### config.mk
export PLATFORM = sky130hd
export DESIGN_NAME = rft_ack_tx
export DESIGN_NICKNAME = d
export VERILOG_FILES = /design/src/rtl/rft_pkg.sv /design/src/rtl/rft_buf.sv /design/src/rtl/rft_window.sv /design/src/rtl/rft_framer.sv /design/src/rtl/rft_counters.sv /design/src/rtl/rft_ack_tx.sv
export SDC_FILE = /design/constraint.sdc
export NUM_CORES = 1
export LEC_CHECK = 0
export BUFFER_PORTS_ARGS = -buffer_cell sky130_fd_sc_hd__buf_2
export CORE_MARGIN = 4
export CORE_UTILIZATION = 65
export CTS_BUF_LIST = sky130_fd_sc_hd__clkbuf_2
export DETAILED_ROUTE_END_ITERATION = 12
export PLACE_DENSITY = 0.85
export RECOVER_POWER = 25
export SYNTH_ARGS = -nofsm -noshare
export SYNTH_HDL_FRONTEND = slang
export SYNTH_HIERARCHICAL = 1
export SYNTH_SLANG_ARGS = --single-unit
### constraint.sdc
create_clock -name clk -period 11.8 [get_ports clk]
set_input_delay 1.77 -clock clk [delete_from_list [all_inputs] [get_ports clk]]
set_output_delay 1.77 -clock clk [all_outputs]
set_load 0.02 [all_outputs]
### src/rtl/rft_pkg.sv
package rft_pkg;
  localparam int HDR_BYTES = 16;
  localparam logic [15:0] FRAME_TYPE = 16'hFADE;
  localparam int SEQ_W = 16;
  typedef logic [SEQ_W-1:0] seq_t;
endpackage

### src/rtl/rft_buf.sv
module rft_buf #(
  parameter int DEPTH = 16,
  parameter int AW    = $clog2(DEPTH)
) (
  input  logic          clk,
  input  logic          wr_en,
  input  logic [AW-1:0] wr_addr,
  input  logic [31:0]   wr_data,
  input  logic [AW-1:0] rd_addr,
  output logic [31:0]   rd_data
);
  logic [31:0] mem [DEPTH];

  always_ff @(posedge clk) begin
    if (wr_en) mem[wr_addr] <= wr_data;
  end

  assign rd_data = mem[rd_addr];
endmodule

### src/rtl/rft_window.sv
module rft_window
  import rft_pkg::*;
#(
  parameter int WIN     = 4,
  parameter int WORDS   = 4,
  parameter int TIMEOUT = 1000,
  localparam int SW = $clog2(WIN),
  localparam int FW = $clog2(WORDS + 1),
  localparam int TW = $clog2(TIMEOUT + 1)
) (
  input  logic          clk,
  input  logic          rst_n,
  input  logic          ack_vld,
  input  seq_t          ack_seq,
  input  logic          fill_en,
  input  logic          start_new,
  input  logic          start_re,
  output seq_t          nxt_seq,
  output logic [SW-1:0] nxt_slot,
  output logic [FW-1:0] fill,
  output logic          slot_free,
  output logic          frm_ready,
  output logic          re_any,
  output logic [SW-1:0] re_slot,
  output seq_t          re_seq
);
  logic [WIN-1:0] occ, expd;
  seq_t           slot_seq [WIN];

  assign nxt_slot = nxt_seq[SW-1:0];

  for (genvar g = 0; g < WIN; g++) begin : g_slot
    logic          occ_q, expd_q;
    logic [TW-1:0] tmr_q;
    seq_t          seq_q;
    logic          hit, load_new, load_re;

    assign hit      = ack_vld && occ_q && (seq_q == ack_seq);
    assign load_new = start_new && (nxt_slot == SW'(g));
    assign load_re  = start_re && (re_slot == SW'(g));

    always_ff @(posedge clk) begin
      if (!rst_n) begin
        occ_q  <= 1'b0;
        expd_q <= 1'b0;
        tmr_q  <= '0;
        seq_q  <= '0;
      end else begin
        if (occ_q && !expd_q) begin
          if (tmr_q == TW'(TIMEOUT - 1)) expd_q <= 1'b1;
          else                           tmr_q  <= tmr_q + 1'b1;
        end
        if (load_new) begin
          occ_q  <= 1'b1;
          seq_q  <= nxt_seq;
          tmr_q  <= '0;
          expd_q <= 1'b0;
        end
        if (load_re) begin
          expd_q <= 1'b0;
          tmr_q  <= '0;
        end
        if (hit) begin
          occ_q  <= 1'b0;
          expd_q <= 1'b0;
        end
      end
    end

    assign occ[g]      = occ_q;
    assign expd[g]     = expd_q;
    assign slot_seq[g] = seq_q;
  end

  // lowest-numbered expired slot is repeated first
  always_comb begin
    re_slot = '0;
    for (int i = WIN - 1; i >= 0; i--) begin
      if (expd[i]) re_slot = SW'(i);
    end
  end
  assign re_any = |expd;
  assign re_seq = slot_seq[re_slot];

  always_ff @(posedge clk) begin
    if (!rst_n) begin
      nxt_seq <= '0;
      fill    <= '0;
    end else if (start_new) begin
      nxt_seq <= nxt_seq + 1'b1;
      fill    <= '0;
    end else if (fill_en) begin
      fill <= fill + 1'b1;
    end
  end

  assign slot_free = !occ[nxt_slot];
  assign frm_ready = (fill == FW'(WORDS));
endmodule

### src/rtl/rft_framer.sv
module rft_framer
  import rft_pkg::*;
#(
  parameter int          WORDS   = 4,
  parameter int          WIN     = 4,
  parameter int          GAP_W   = 16,
  parameter logic [47:0] DST_MAC = 48'h0,
  parameter logic [47:0] SRC_MAC = 48'h0,
  localparam int FLEN = HDR_BYTES + 4 * WORDS,
  localparam int IW   = $clog2(FLEN),
  localparam int SW   = $clog2(WIN),
  localparam int AW   = $clog2(WIN * WORDS)
) (
  input  logic             clk,
  input  logic             rst_n,
  input  logic             start,
  input  logic [SW-1:0]    st_slot,
  input  seq_t             st_seq,
  input  logic [GAP_W-1:0] gap_len,
  input  logic [31:0]      buf_word,
  output logic [AW-1:0]    rd_addr,
  output logic             busy,
  output logic [SW-1:0]    cur_slot,
  output logic             gap_ok,
  output logic             tx_valid,
  input  logic             tx_ready,
  output logic [7:0]       tx_data,
  output logic             tx_first,
  output logic             tx_last
);
  logic [IW-1:0]    idx;
  seq_t             cur_seq;
  logic [GAP_W-1:0] gap_cnt;
  logic             last_hs;
  int               widx;

  assign tx_valid = busy;
  assign tx_first = busy && (idx == '0);
  assign tx_last  = busy && (idx == IW'(FLEN - 1));
  assign last_hs  = tx_last && tx_ready;
  assign gap_ok   = (gap_cnt == '0);

  always_comb begin
    int b;
    b = int'(idx);
    widx = (b < HDR_BYTES) ? 0 : (b - HDR_BYTES) / 4;
    tx_data = 8'h00;
    if (b < 6)       tx_data = DST_MAC[8*(5-b) +: 8];
    else if (b < 12) tx_data = SRC_MAC[8*(11-b) +: 8];
    else if (b == 12) tx_data = FRAME_TYPE[15:8];
    else if (b == 13) tx_data = FRAME_TYPE[7:0];
    else if (b == 14) tx_data = cur_seq[15:8];
    else if (b == 15) tx_data = cur_seq[7:0];
    else             tx_data = buf_word[8*(3-((b-HDR_BYTES)%4)) +: 8];
  end

  assign rd_addr = AW'(int'(cur_slot) * WORDS + widx);

  always_ff @(posedge clk) begin
    if (!rst_n) begin
      busy     <= 1'b0;
      idx      <= '0;
      cur_slot <= '0;
      cur_seq  <= '0;
    end else if (start) begin
      busy     <= 1'b1;
      idx      <= '0;
      cur_slot <= st_slot;
      cur_seq  <= st_seq;
    end else if (busy && tx_ready) begin
      if (idx == IW'(FLEN - 1)) busy <= 1'b0;
      else                      idx  <= idx + 1'b1;
    end
  end

  always_ff @(posedge clk) begin
    if (!rst_n)              gap_cnt <= '0;
    else if (last_hs)        gap_cnt <= gap_len;
    else if (gap_cnt != '0)  gap_cnt <= gap_cnt - 1'b1;
  end
endmodule

### src/rtl/rft_counters.sv
module rft_counters #(
  parameter int CNT_W = 32
) (
  input  logic             clk,
  input  logic             rst_n,
  input  logic             bump_all,
  input  logic             bump_re,
  output logic [CNT_W-1:0] n_all,
  output logic [CNT_W-1:0] n_re,
  output logic             all_stb,
  output logic             re_stb
);
  always_ff @(posedge clk) begin
    if (!rst_n) begin
      n_all   <= '0;
      n_re    <= '0;
      all_stb <= 1'b0;
      re_stb  <= 1'b0;
    end else begin
      all_stb <= bump_all;
      re_stb  <= bump_re;
      if (bump_all) n_all <= n_all + 1'b1;
      if (bump_re)  n_re  <= n_re + 1'b1;
    end
  end
endmodule

### src/rtl/rft_ack_tx.sv
module rft_ack_tx
  import rft_pkg::*;
#(
  parameter int          WORDS   = 4,
  parameter int          WIN     = 4,
  parameter int          TIMEOUT = 1000,
  parameter int          GAP_W   = 16,
  parameter int          CNT_W   = 32,
  parameter logic [47:0] DST_MAC = 48'h02_00_00_00_00_01,
  parameter logic [47:0] SRC_MAC = 48'h02_00_00_00_00_02
) (
  input  logic             clk,
  input  logic             rst_n,
  input  logic             din_valid,
  output logic             din_ready,
  input  logic [31:0]      din_data,
  input  logic             ack_vld,
  input  logic [15:0]      ack_seq,
  input  logic [GAP_W-1:0] gap_cycles,
  output logic             tx_valid,
  input  logic             tx_ready,
  output logic [7:0]       tx_data,
  output logic             tx_first,
  output logic             tx_last,
  output logic [CNT_W-1:0] frames_sent,
  output logic             sent_stb,
  output logic [CNT_W-1:0] frames_resent,
  output logic             resent_stb
);
  localparam int SW = $clog2(WIN);
  localparam int FW = $clog2(WORDS + 1);
  localparam int AW = $clog2(WIN * WORDS);

  seq_t          nxt_seq, re_seq;
  logic [SW-1:0] nxt_slot, re_slot, cur_slot;
  logic [FW-1:0] fill;
  logic          slot_free, frm_ready, re_any, busy, gap_ok;
  logic          fill_en, start_new, start_re;
  logic [AW-1:0] wr_addr, rd_addr;
  logic [31:0]   rd_word;

  assign din_ready = slot_free && (fill != FW'(WORDS)) && !(busy && cur_slot == nxt_slot);
  assign fill_en   = din_valid && din_ready;
  assign wr_addr   = AW'(int'(nxt_slot) * WORDS + int'(fill));
  assign start_re  = !busy && re_any;
  assign start_new = !busy && !re_any && frm_ready && gap_ok;

  rft_buf #(.DEPTH(WIN * WORDS)) u_buf (
    .clk(clk), .wr_en(fill_en), .wr_addr(wr_addr), .wr_data(din_data),
    .rd_addr(rd_addr), .rd_data(rd_word)
  );

  rft_window #(.WIN(WIN), .WORDS(WORDS), .TIMEOUT(TIMEOUT)) u_win (
    .clk(clk), .rst_n(rst_n), .ack_vld(ack_vld), .ack_seq(ack_seq),
    .fill_en(fill_en), .start_new(start_new), .start_re(start_re),
    .nxt_seq(nxt_seq), .nxt_slot(nxt_slot), .fill(fill),
    .slot_free(slot_free), .frm_ready(frm_ready),
    .re_any(re_any), .re_slot(re_slot), .re_seq(re_seq)
  );

  rft_framer #(
    .WORDS(WORDS), .WIN(WIN), .GAP_W(GAP_W),
    .DST_MAC(DST_MAC), .SRC_MAC(SRC_MAC)
  ) u_frm (
    .clk(clk), .rst_n(rst_n), .start(start_new || start_re),
    .st_slot(start_re ? re_slot : nxt_slot),
    .st_seq(start_re ? re_seq : nxt_seq),
    .gap_len(gap_cycles), .buf_word(rd_word), .rd_addr(rd_addr),
    .busy(busy), .cur_slot(cur_slot), .gap_ok(gap_ok),
    .tx_valid(tx_valid), .tx_ready(tx_ready), .tx_data(tx_data),
    .tx_first(tx_first), .tx_last(tx_last)
  );

  rft_counters #(.CNT_W(CNT_W)) u_cnt (
    .clk(clk), .rst_n(rst_n), .bump_all(start_new || start_re), .bump_re(start_re),
    .n_all(frames_sent), .n_re(frames_resent), .all_stb(sent_stb), .re_stb(resent_stb)
  );
endmodule

==> impl_metrics.tcl <==
set metrics [dict create \
    tritoncts_clock_tree "done" \
    first_global_vias 20800 \
    synth_sequential_area_ratio_pct 63.6 \
    post_synth_main_area_contributors "sky130_fd_sc_hd__edfxtp_1, sky130_fd_sc_hd__dfxtp_1, sky130_fd_sc_hd__mux4_2, sky130_fd_sc_hd__xnor2_1, sky130_fd_sc_hd__nand2_1" \
    worstPathMaxFanout 78 \
    timing.clock.skew_ns 0.0892 \
    detailedRoute.firstPassIterationCount 7 \
    setup_total_negative_slack_ns 0 \
    timing.hold.worst.start "u_cnt/n_all[31]" \
    cts_buffer_depth 3 \
    maxSlewViolCount 0 \
    critical-path-max-stage-delay_ns 0.96 \
    drt_wl_total_um 76500 \
    share_of_synthesized_registers_carrying_an_async_set_or_reset_pct 0 \
    peakVddDrop_mv 0.108 \
    dr_total_vias 20200 \
    dieArea_um2 52200 \
    critical_path.endpoint_type "primary output" \
    post-route-min-period_ns 7.49 \
    timing.critical_path.required_ns 10.03 \
    clockRootBuffer "sky130_fd_sc_hd__clkbuf_2" \
    crit_arrival_ns 5.72 \
    setup_viol_count_final 0 \
    fmax_mhz 133 \
    die-width_um 229 \
    maxCapViolCount 0 \
    cts_resized 0 \
    cellLeakagePower_uw 0.0119 \
    grt_antenna_before_repair 8 \
    timing.hold.worst.class "reg -> reg" \
    critPathLaunch "u_frm/idx[4]" \
    whs_ns 0.490 \
    finalHoldViolCount 0 \
    synth.ff_latch_count 749 \
    placementRows 80 \
    synth.top_cell.area_share_pct 48.6 \
    synthesis.area_um2 31600 \
    fp.coreArea_um2 47900 \
    synth.net_count 2324 \
    reg2reg_from "u_win/nxt_seq[0]" \
    status "finished clean" \
    gpl.final_weighted_congestion 0.916 \
    drt_first_iter_violations 2240 \
    relSlewSlack_pct 12.4 \
    ys_warn_count 6 \
    tritoncts_num_sinks 749 \
    synth_most_common_cell "sky130_fd_sc_hd__edfxtp_1" \
    startpoint_type "flop" \
    globalRouteTotalUtil_pct 29.4 \
    place.detailed.hpwl_um 45300 \
    synthCells 2229 \
    global_route.overflow_total 0 \
    timing.setup.critical_path_class "reg -> out" \
    cts.reportedPaths.clkPinSlew_ns 0.10 \
    tritoncts.num_buffers 178 \
    post-cts-setup-buffer-count 0 \
    yosys-top-cells-count "sky130_fd_sc_hd__edfxtp_1, sky130_fd_sc_hd__nand2_1, sky130_fd_sc_hd__dfxtp_1" \
    grt_max_degree 129 \
    cpLargestDelayFamily "buffers and inverters" \
    final_core_util_pct 72.1 \
    cp_cell_sequence "inv_1 -> nor2_4 -> buf_4 -> buf_4 -> mux4_2 -> a22oi_1 -> nand2_1 -> mux4_2 -> a222oi_1 -> o22ai_1 -> buf_2" \
    cp_slowest_cell "sky130_fd_sc_hd__buf_4" \
    cts_hold_buffers 0 \
    avgViaCountPerCell 6.26 \
    detail_route.drc_violations 0 \
    yosys.area.top_type "sky130_fd_sc_hd__edfxtp_1" \
    cp.buffers_inverters 4 \
    number_of_enable_type_register_cells_in_the_synthesized_netlist 512 \
    clock_insertion_delay_worst_skew_ns 1.37 \
    rsz_0062_raised_after_global_routing "no" \
    die_h_um 229 \
    portBuffers 146 \
    start_util_pct 66.0 \
    grt_first_pass_wirelength_um 119000 \
    worst_slew_pin_slew_ns 1.31 \
    avgSynthCellArea_um2 14.2 \
    synthFlopType "sky130_fd_sc_hd__edfxtp_1" \
    layout_cells_sized_above_1_pct 24.9 \
    cell_pwr_density_nw_per_um2 140 \
    routed_wire_length_per_instance_um 23.7 \
    area_delta_synth_final_pct 9.32 \
    num_io_pins 147 \
    yosysUniqueCellTypes 69 \
    final_net_count 2555 \
    ctsHtreeMaxLevel 4 \
    ant_nets 0 \
    min_period_over_period_pct 63.5 \
]
tightest hold or removal path: stages, from the launching register on:
cell and delay (ns):
sky130_fd_sc_hd__dfxtp_1 0.34, sky130_fd_sc_hd__nand2_1 0.06, sky130_fd_sc_hd__mux2i_1 0.06
report_power, final:
group	internal, uW	switching [uW]	leakage (uW)	total, uW
sequential	2840	30.9	0.00654	2880
clock	688	1000	0.00128	1690
combinational	106	179	0.00403	285
through the flow:
stage / power, uW / setup slack (ns) / std cells / area [um^2]
after floorplan: 3110 / 6.20 / 2229 / 31600
after global placement: 3190 / 5.90 / 2895 / 32900
after detailed placement: 3210 / 5.77 / 2895 / 32900
after CTS: 4890 / 4.28 / 3219 / 34600
after global routing: 5090 / 4.09 / 3223 / 34600
final: 4850 / 4.31 / 3225 / 34600
metal layers:
| metal | global-route usage (%) | part of all wire [%] | wire (um) | vias up |
|---|---|---|---|---|
| met1 | 37.6 | 37 | 28200 | 9912 |
| met5 | 0 | 0.057 | 44 | - |
| met4 | 13.0 | 3.6 | 2780 | 8 |
| met3 | 7.64 | 9.7 | 7390 | 212 |
| li1 | - | - | - | 8913 |
| met2 | 48.1 | 50 | 38100 | 1128 |
kinds of logic (layout without fill, tap and decap cells):
group                    count (synthesis)  count (layout)  share of synthesized area [%]
flip-flops                             749             749                           63.6
AND/OR/NAND/NOR                        697             697                           11.1
other                                    1               7                         0.0119
adder cells (fa/ha/maj)                 26              26                           1.03
AO/OA/AOI/OAI                          238             238                           5.43
multiplexers                           186             186                           11.6
XOR/XNOR                               180             180                           4.98
buffers and inverters                  152             527                           2.20
layout by cell type (no fill, tap or decap), drive strengths merged, types with 26 or more instances in the layout:
cell type / netlist / routed
a21boi: 70 / 70
a22oi: 64 / 64
and2: 71 / 71
buf: 67 / 145
clkbuf: 56 / 305
clkinv: 0 / 37
dfxtp: 237 / 237
edfxtp: 512 / 512
ha: 26 / 26
inv: 29 / 32
mux2i: 31 / 31
mux4: 137 / 137
nand2: 266 / 266
nand3: 52 / 52
nand4: 49 / 49
nor2: 116 / 116
nor3: 37 / 37
o21ai: 30 / 30
xnor2: 125 / 125
xor2: 55 / 55
sequential cells by signal (all words and copies together), names as in the netlist, 5 cells and up:
register,flops
u_frm/cur_seq,16
u_buf/mem,512
u_win/g_slot.seq_q,64
u_win/nxt_seq,16
u_cnt/n_re,32
u_win/g_slot.tmr_q,40
u_frm/gap_cnt,16
u_frm/idx,5
u_cnt/n_all,32
worst paths after layout:
path / to / slack [ns] / cells past startpoint
worst min register to register: u_cnt/n_all[31] / 0.49 / 2
worst min-delay path: u_cnt/n_all[31] / 0.49 / 2
worst max register to register: u_buf/mem[13][1] / 7.42 / 7
worst max-delay path: tx_data[0] / 4.31 / 11
final cells by class:
type / instances / area, um^2
Multi-Input combinational cell: 1328 / 11000
Tap cell: 615 / 769
Inverter: 29 / 109
Clock inverter: 48 / 297
Antenna cell: 6 / 15.0
Clock buffer: 276 / 1380
Sequential cell: 749 / 20100
Fill cell: 3128 / 13400
Timing Repair Buffer: 174 / 920
Power figures use the tool's default switching activity.
